**config.mk**
```make
export PLATFORM = sky130hd
export DESIGN_NAME = vend_ctrl
export DESIGN_NICKNAME = d
export VERILOG_FILES = /design/src/rtl/vend_pkg.sv /design/src/rtl/vend_next.sv /design/src/rtl/vend_outdec.sv /design/src/rtl/vend_ctrl.sv
export SDC_FILE = /design/constraint.sdc
export NUM_CORES = 1
export LEC_CHECK = 0
export BUFFER_PORTS_ARGS = -buffer_cell sky130_fd_sc_hd__clkbuf_2
export CAP_MARGIN = 20
export CORE_AREA = 10 10 47 49
export CTS_BUF_LIST = sky130_fd_sc_hd__clkbuf_8
export CTS_CLUSTER_SIZE = 8
export DETAILED_ROUTE_END_ITERATION = 8
export DIE_AREA = 0 0 57 59
export PLACE_DENSITY = 0.5
export SYNTH_ARGS = -nofsm -noshare
export SYNTH_HDL_FRONTEND = slang
export SYNTH_SLANG_ARGS = --single-unit
```
**constraint.sdc**
```tcl
create_clock -name clk -period 2.2 [get_ports clk]
set_clock_uncertainty 0.1 [all_clocks]
set_input_delay 0.11 -clock clk [delete_from_list [all_inputs] [get_ports clk]]
set_output_delay 0.11 -clock clk [all_outputs]
set_load 0.05 [all_outputs]
```
**src/rtl/vend_pkg.sv**
```systemverilog
package vend_pkg;

    typedef enum logic [2:0] {
        ST_IDLE  = 3'd0,
        ST_TAKE  = 3'd1,
        ST_JUDGE = 3'd2,
        ST_VEND  = 3'd3,
        ST_CLEAR = 3'd4,
        ST_GIVE  = 3'd5,
        ST_DEBIT = 3'd6
    } vend_state_e;

    localparam int unsigned VEND_NUM_STATES = 7;

    typedef struct packed {
        logic vend;
        logic change;
        logic debit;
        logic clear;
    } vend_cmd_t;

    localparam int unsigned VEND_NUM_CMDS = $bits(vend_cmd_t);

endpackage

```
**src/rtl/vend_next.sv**
```systemverilog
module vend_next
    import vend_pkg::*;
(
    input  vend_state_e state_i,
    input  logic        coin_i,
    input  logic        above_i,
    input  logic        equal_i,
    input  logic        below_i,
    input  logic        vend_done_i,
    input  logic        change_done_i,
    output vend_state_e next_o
);

    always_comb begin
        next_o = state_i;
        unique case (state_i)
            ST_IDLE:  if (coin_i) next_o = ST_TAKE;
            ST_TAKE:  if (!coin_i) next_o = ST_JUDGE;
            ST_JUDGE: begin
                // ranking: above first, then equal, then below
                if (above_i)      next_o = ST_GIVE;
                else if (equal_i) next_o = ST_VEND;
                else if (below_i) next_o = ST_IDLE;
                else              next_o = ST_JUDGE;
            end
            ST_VEND:  if (vend_done_i) next_o = ST_CLEAR;
            ST_CLEAR: next_o = ST_IDLE;
            ST_GIVE:  if (change_done_i) next_o = ST_DEBIT;
            ST_DEBIT: next_o = ST_JUDGE;
            default:  next_o = ST_IDLE;
        endcase
    end

endmodule

```
**src/rtl/vend_outdec.sv**
```systemverilog
module vend_outdec
    import vend_pkg::*;
(
    input  vend_state_e state_i,
    output vend_cmd_t   cmd_o
);

    always_comb begin
        cmd_o = '0;
        unique case (state_i)
            ST_VEND:  cmd_o.vend   = 1'b1;
            ST_CLEAR: cmd_o.clear  = 1'b1;
            ST_GIVE:  cmd_o.change = 1'b1;
            ST_DEBIT: cmd_o.debit  = 1'b1;
            ST_IDLE, ST_TAKE, ST_JUDGE: cmd_o = '0;
            default:  cmd_o = '0;
        endcase
    end

endmodule

```
**src/rtl/vend_ctrl.sv**
```systemverilog
module vend_ctrl
    import vend_pkg::*;
(
    input  logic clk,
    input  logic rst_n,
    input  logic coin_in,
    input  logic sum_above,
    input  logic sum_equal,
    input  logic sum_below,
    input  logic vend_done,
    input  logic change_done,
    output logic vend_cmd,
    output logic change_cmd,
    output logic debit_cmd,
    output logic clear_cmd
);

    vend_state_e state_q;
    vend_state_e state_d;
    vend_cmd_t   cmd;

    vend_next u_next (
        .state_i       (state_q),
        .coin_i        (coin_in),
        .above_i       (sum_above),
        .equal_i       (sum_equal),
        .below_i       (sum_below),
        .vend_done_i   (vend_done),
        .change_done_i (change_done),
        .next_o        (state_d)
    );

    always_ff @(posedge clk or negedge rst_n) begin
        if (!rst_n) state_q <= ST_IDLE;
        else        state_q <= state_d;
    end

    vend_outdec u_outdec (
        .state_i (state_q),
        .cmd_o   (cmd)
    );

    assign vend_cmd   = cmd.vend;
    assign change_cmd = cmd.change;
    assign debit_cmd  = cmd.debit;
    assign clear_cmd  = cmd.clear;

endmodule

```
==> results by stage <==
Outcome:
- The run finished with clean final reports.

Cells and area:
- The area added between synthesis and finish is 48.72%.
- The count of filler cells inserted in the layout is 169.
- In the final layout, the registers with the most flip-flops are state_q (3).
- The repair_antennas step left the layout with diodes totalling 0.
- The register with the most flip-flops is state_q.
- The number of flip-flops under the largest register name is 3.
- Summing all non-filler instances in the final layout gives an area of 362.8 µm².
- The proportion of layout cells with a drive suffix above 1 is 40.91%.
- The number of nets in the final layout is 53.

Placed design:
- At the end of routability-driven placement, the weighted congestion stood at 0.8010.
- Summing all placed instances gives a cell area of 307.8 µm².
- The number of buffers added on ports is 11.

Clock network:
- In this run the number of H-tree levels came out at 1.
- In this run the deepest clock path goes through 2 buffers.
- Buffers added to address setup during post-CTS repair amount to 0.
- The post-cts resize count is 0.
- The clock edge transition at the registers on the reported setup and hold paths is 0.03 ns.
- The clock root buffer is sky130_fd_sc_hd__clkbuf_8.
- The clock net in this run drives a total of 3 sinks.
- TritonCTS built the clock tree.
- After clock tree synthesis, the flow added hold-fix buffers numbering 1.
- The number of buffers created by CTS is 3.
- The clock latency on the worst-skew pair is 0.22 ns.

Floorplanning:
- Once the floorplan was initialized, standard cells occupied 17.41% of the core.
- The area of the core is 1401 µm².
- Pin placement for this block handled 12 I/O pins.
- The floorplan has 14 rows.
- The die is 59 µm tall.
- The floorplan step defined a die boundary enclosing 3363 µm².
- The width of the die is 57 µm.

Synth:
- The sequential element share of the synthesized area is 30.77%.
- The number of warning messages in the yosys log is 0.
- The number of distinct library cell variants in the gate-level netlist after synthesis is 19.
- A synthesized cell averages 8.413 µm².
- The post-synth design cell area is 244.0 µm².
- When the netlist entered floorplanning its net count stood at 37.
- After synthesis the netlist holds a flip-flop and latch count of 3.
- In the synthesized netlist, the number of instances is 29.

Min path:
- In this run the most critical hold path is launched from change_done.
- The number of stages on the worst hold path is 2.
- The kind of path behind the tightest hold check is in -> reg.
- The end point of the worst hold path is state_q[2].

Global route:
- Global routing used 4.719% of the available tracks across all layers.
- The first global-routing pass estimated 1159 µm of wire.
- Entering global routing, the biggest net connects 12 pins.
- The initial antenna violation count is 0.
- The number of global-route vias before repair is 258.
- The residual overflow from global routing is 0.

Worst setup path:
- The classification of the worst setup path is reg -> out.
- The endpoint identified for the worst register-to-register timing path is state_q[0].
- The number of cells on the worst reg-to-reg path is 3.
- The maximum fanout along the worst path is 11.
- For the worst setup path, the data required time is 1.99 ns.
- The critical path data arrival time is 1.51 ns.
- STA classifies the critical path startpoint as a flop.
- In this run the register-to-register setup slack is 0.60 ns.
- STA classifies the critical path endpoint as an output port.
- The launch point of the worst reg-to-reg path is state_q[0].

Route:
- The first detailed-routing pass ran for 3 iterations.
- The detail-routed net length per standard cell is 12.03 µm.
- Dividing the detail-routed via count by the number of cells gives 4.267.
- Once detail routing completed, the nets flagged for antenna violations numbered 0.
- In this run, the number of DRC markers left after iteration 0 of detailed routing was 3.
- After detailed routing, the number of remaining DRC violations is 0.
- The routed design has 722 µm of wire.
- Summing over every cut layer, the via total after detailed routing is 256.

STA:
- Setup repair after global routing left no endpoint under its margin.
- The headroom to the max-slew limit is 78.49%.
- The final count of pins violating max slew is 0.
- The clock period could shrink to 1.721 ns.
- Timing would allow up to 581.0 MHz.
- At the pin with the least slew margin, the transition time is 0.3226 ns.
- The final hold violation count is 0.
- Setup violations remaining at the end of the flow were counted as 0.
- The sum of negative setup slack is 0 ns.
- After layout, the worst path uses 78.24% of the clock period.

Power:
- The maximum vdd drop is 0.3811 mV.
- The power per unit of standard cell area is 1514 nW/µm².
- The leakage power total is 0.1743 nW.

Run:
- Max-cap violations in this run came to 0.
-- layout make-up --
class                   count  area, µm²  area share [%]
clock buffers               3      41.29           11.38
clock inverters             1      3.754           1.034
inverters                   2      7.507           2.069
multi-input cells          23      150.1           41.38
flip-flops and latches      3      75.07           20.69
well taps                  16      20.02           5.517
repair buffers             12      65.06           17.93
-- cells in the mapped netlist, drive strengths merged --
cell type	n	area, µm²
o31a	1	8.760
nor4	1	6.260
o21ai	1	8.760
and3	1	7.510
inv	2	7.510
mux2i	1	10.01
nor3	3	15.01
a31oi	1	6.260
buf	1	11.26
mux2	1	15.01
a21oi	2	10.01
nor2	5	18.77
o22ai	1	6.260
or2b	1	7.510
o32ai	1	8.760
nand2b	1	6.260
nor2b	2	15.02
dfrtp	3	75.07
-- metal layers --
layer | part of all wire, % | vias to the layer above | global-route usage [%]
li1 | - | 134 | -
met5 | 0 | - | 0
met1 | 45 | 109 | 4.893
met4 | 2.9 | 0 | 7.047
met2 | 43 | 11 | 5.271
met3 | 8.6 | 2 | 2.790
-- report_power, final --
part,switching (mW),internal [mW]
registers,0.0533,0.0800
logic,0.145,0.109
clock network,0.0424,0.119
-- worst max-delay path, cell delays in order (launching register included) --
cell and delay (ns):
sky130_fd_sc_hd__dfrtp_1 0.52, sky130_fd_sc_hd__or2b_1 0.33, sky130_fd_sc_hd__nor2_1 0.14, sky130_fd_sc_hd__clkbuf_2 0.30
-- per-stage QoR --
stage	util [%]	power, mW	cells	worst slack (ns)	hold WS (ns)
after floorplan	-	0.3495	29	0.4140	-0.2856
after global placement	21.96	0.3848	55	0.6582	-0.1907
after detailed placement	21.96	0.3837	55	0.6351	-0.1928
after CTS	25.89	0.5538	60	0.4828	0.03070
after global routing	25.89	0.5880	60	0.3865	0.03432
final	25.89	0.5494	60	0.4787	0.02824
-- worst max path at each step --
| stage | startpoint | to | slack [ns] | cells past startpoint |
|---|---|---|---|---|
| 3_5_place_dp | state_q[0] | state_q[0] | 0.64 | 3 |
| 2_1_floorplan | state_q[0] | clear_cmd | 0.41 | 2 |
| 6_report | state_q[0] | change_cmd | 0.48 | 3 |
| 4_1_cts | state_q[0] | change_cmd | 0.48 | 3 |
| 5_1_grt | state_q[0] | change_cmd | 0.39 | 3 |
| 3_3_place_gp | state_q[0] | state_q[0] | 0.66 | 3 |
-- cells in the final DEF (no fill, tap or decap), drive strengths merged --
cell,n
o31a,1
mux2,1
or2b,1
o21ai,1
nor3,3
dlygate4sd3,1
nor4,1
nor2b,2
mux2i,1
a21oi,2
and3,1
o32ai,1
clkbuf,14
nor2,5
nand2b,1
o22ai,1
dfrtp,3
inv,3
a31oi,1
-- cells by family (layout without fill, tap and decap cells) --
kind of cell / count (synthesis) / in the layout / share of synthesized area [%]
and+or+nand+nor: 14 / 14 / 31.29
buffers and inverters: 3 / 18 / 7.693
DFF: 3 / 3 / 30.77
muxes: 2 / 2 / 10.25
AOI/OAI and AO/OA: 7 / 7 / 20.01
Note: power is estimated with default switching activity, not from simulation.
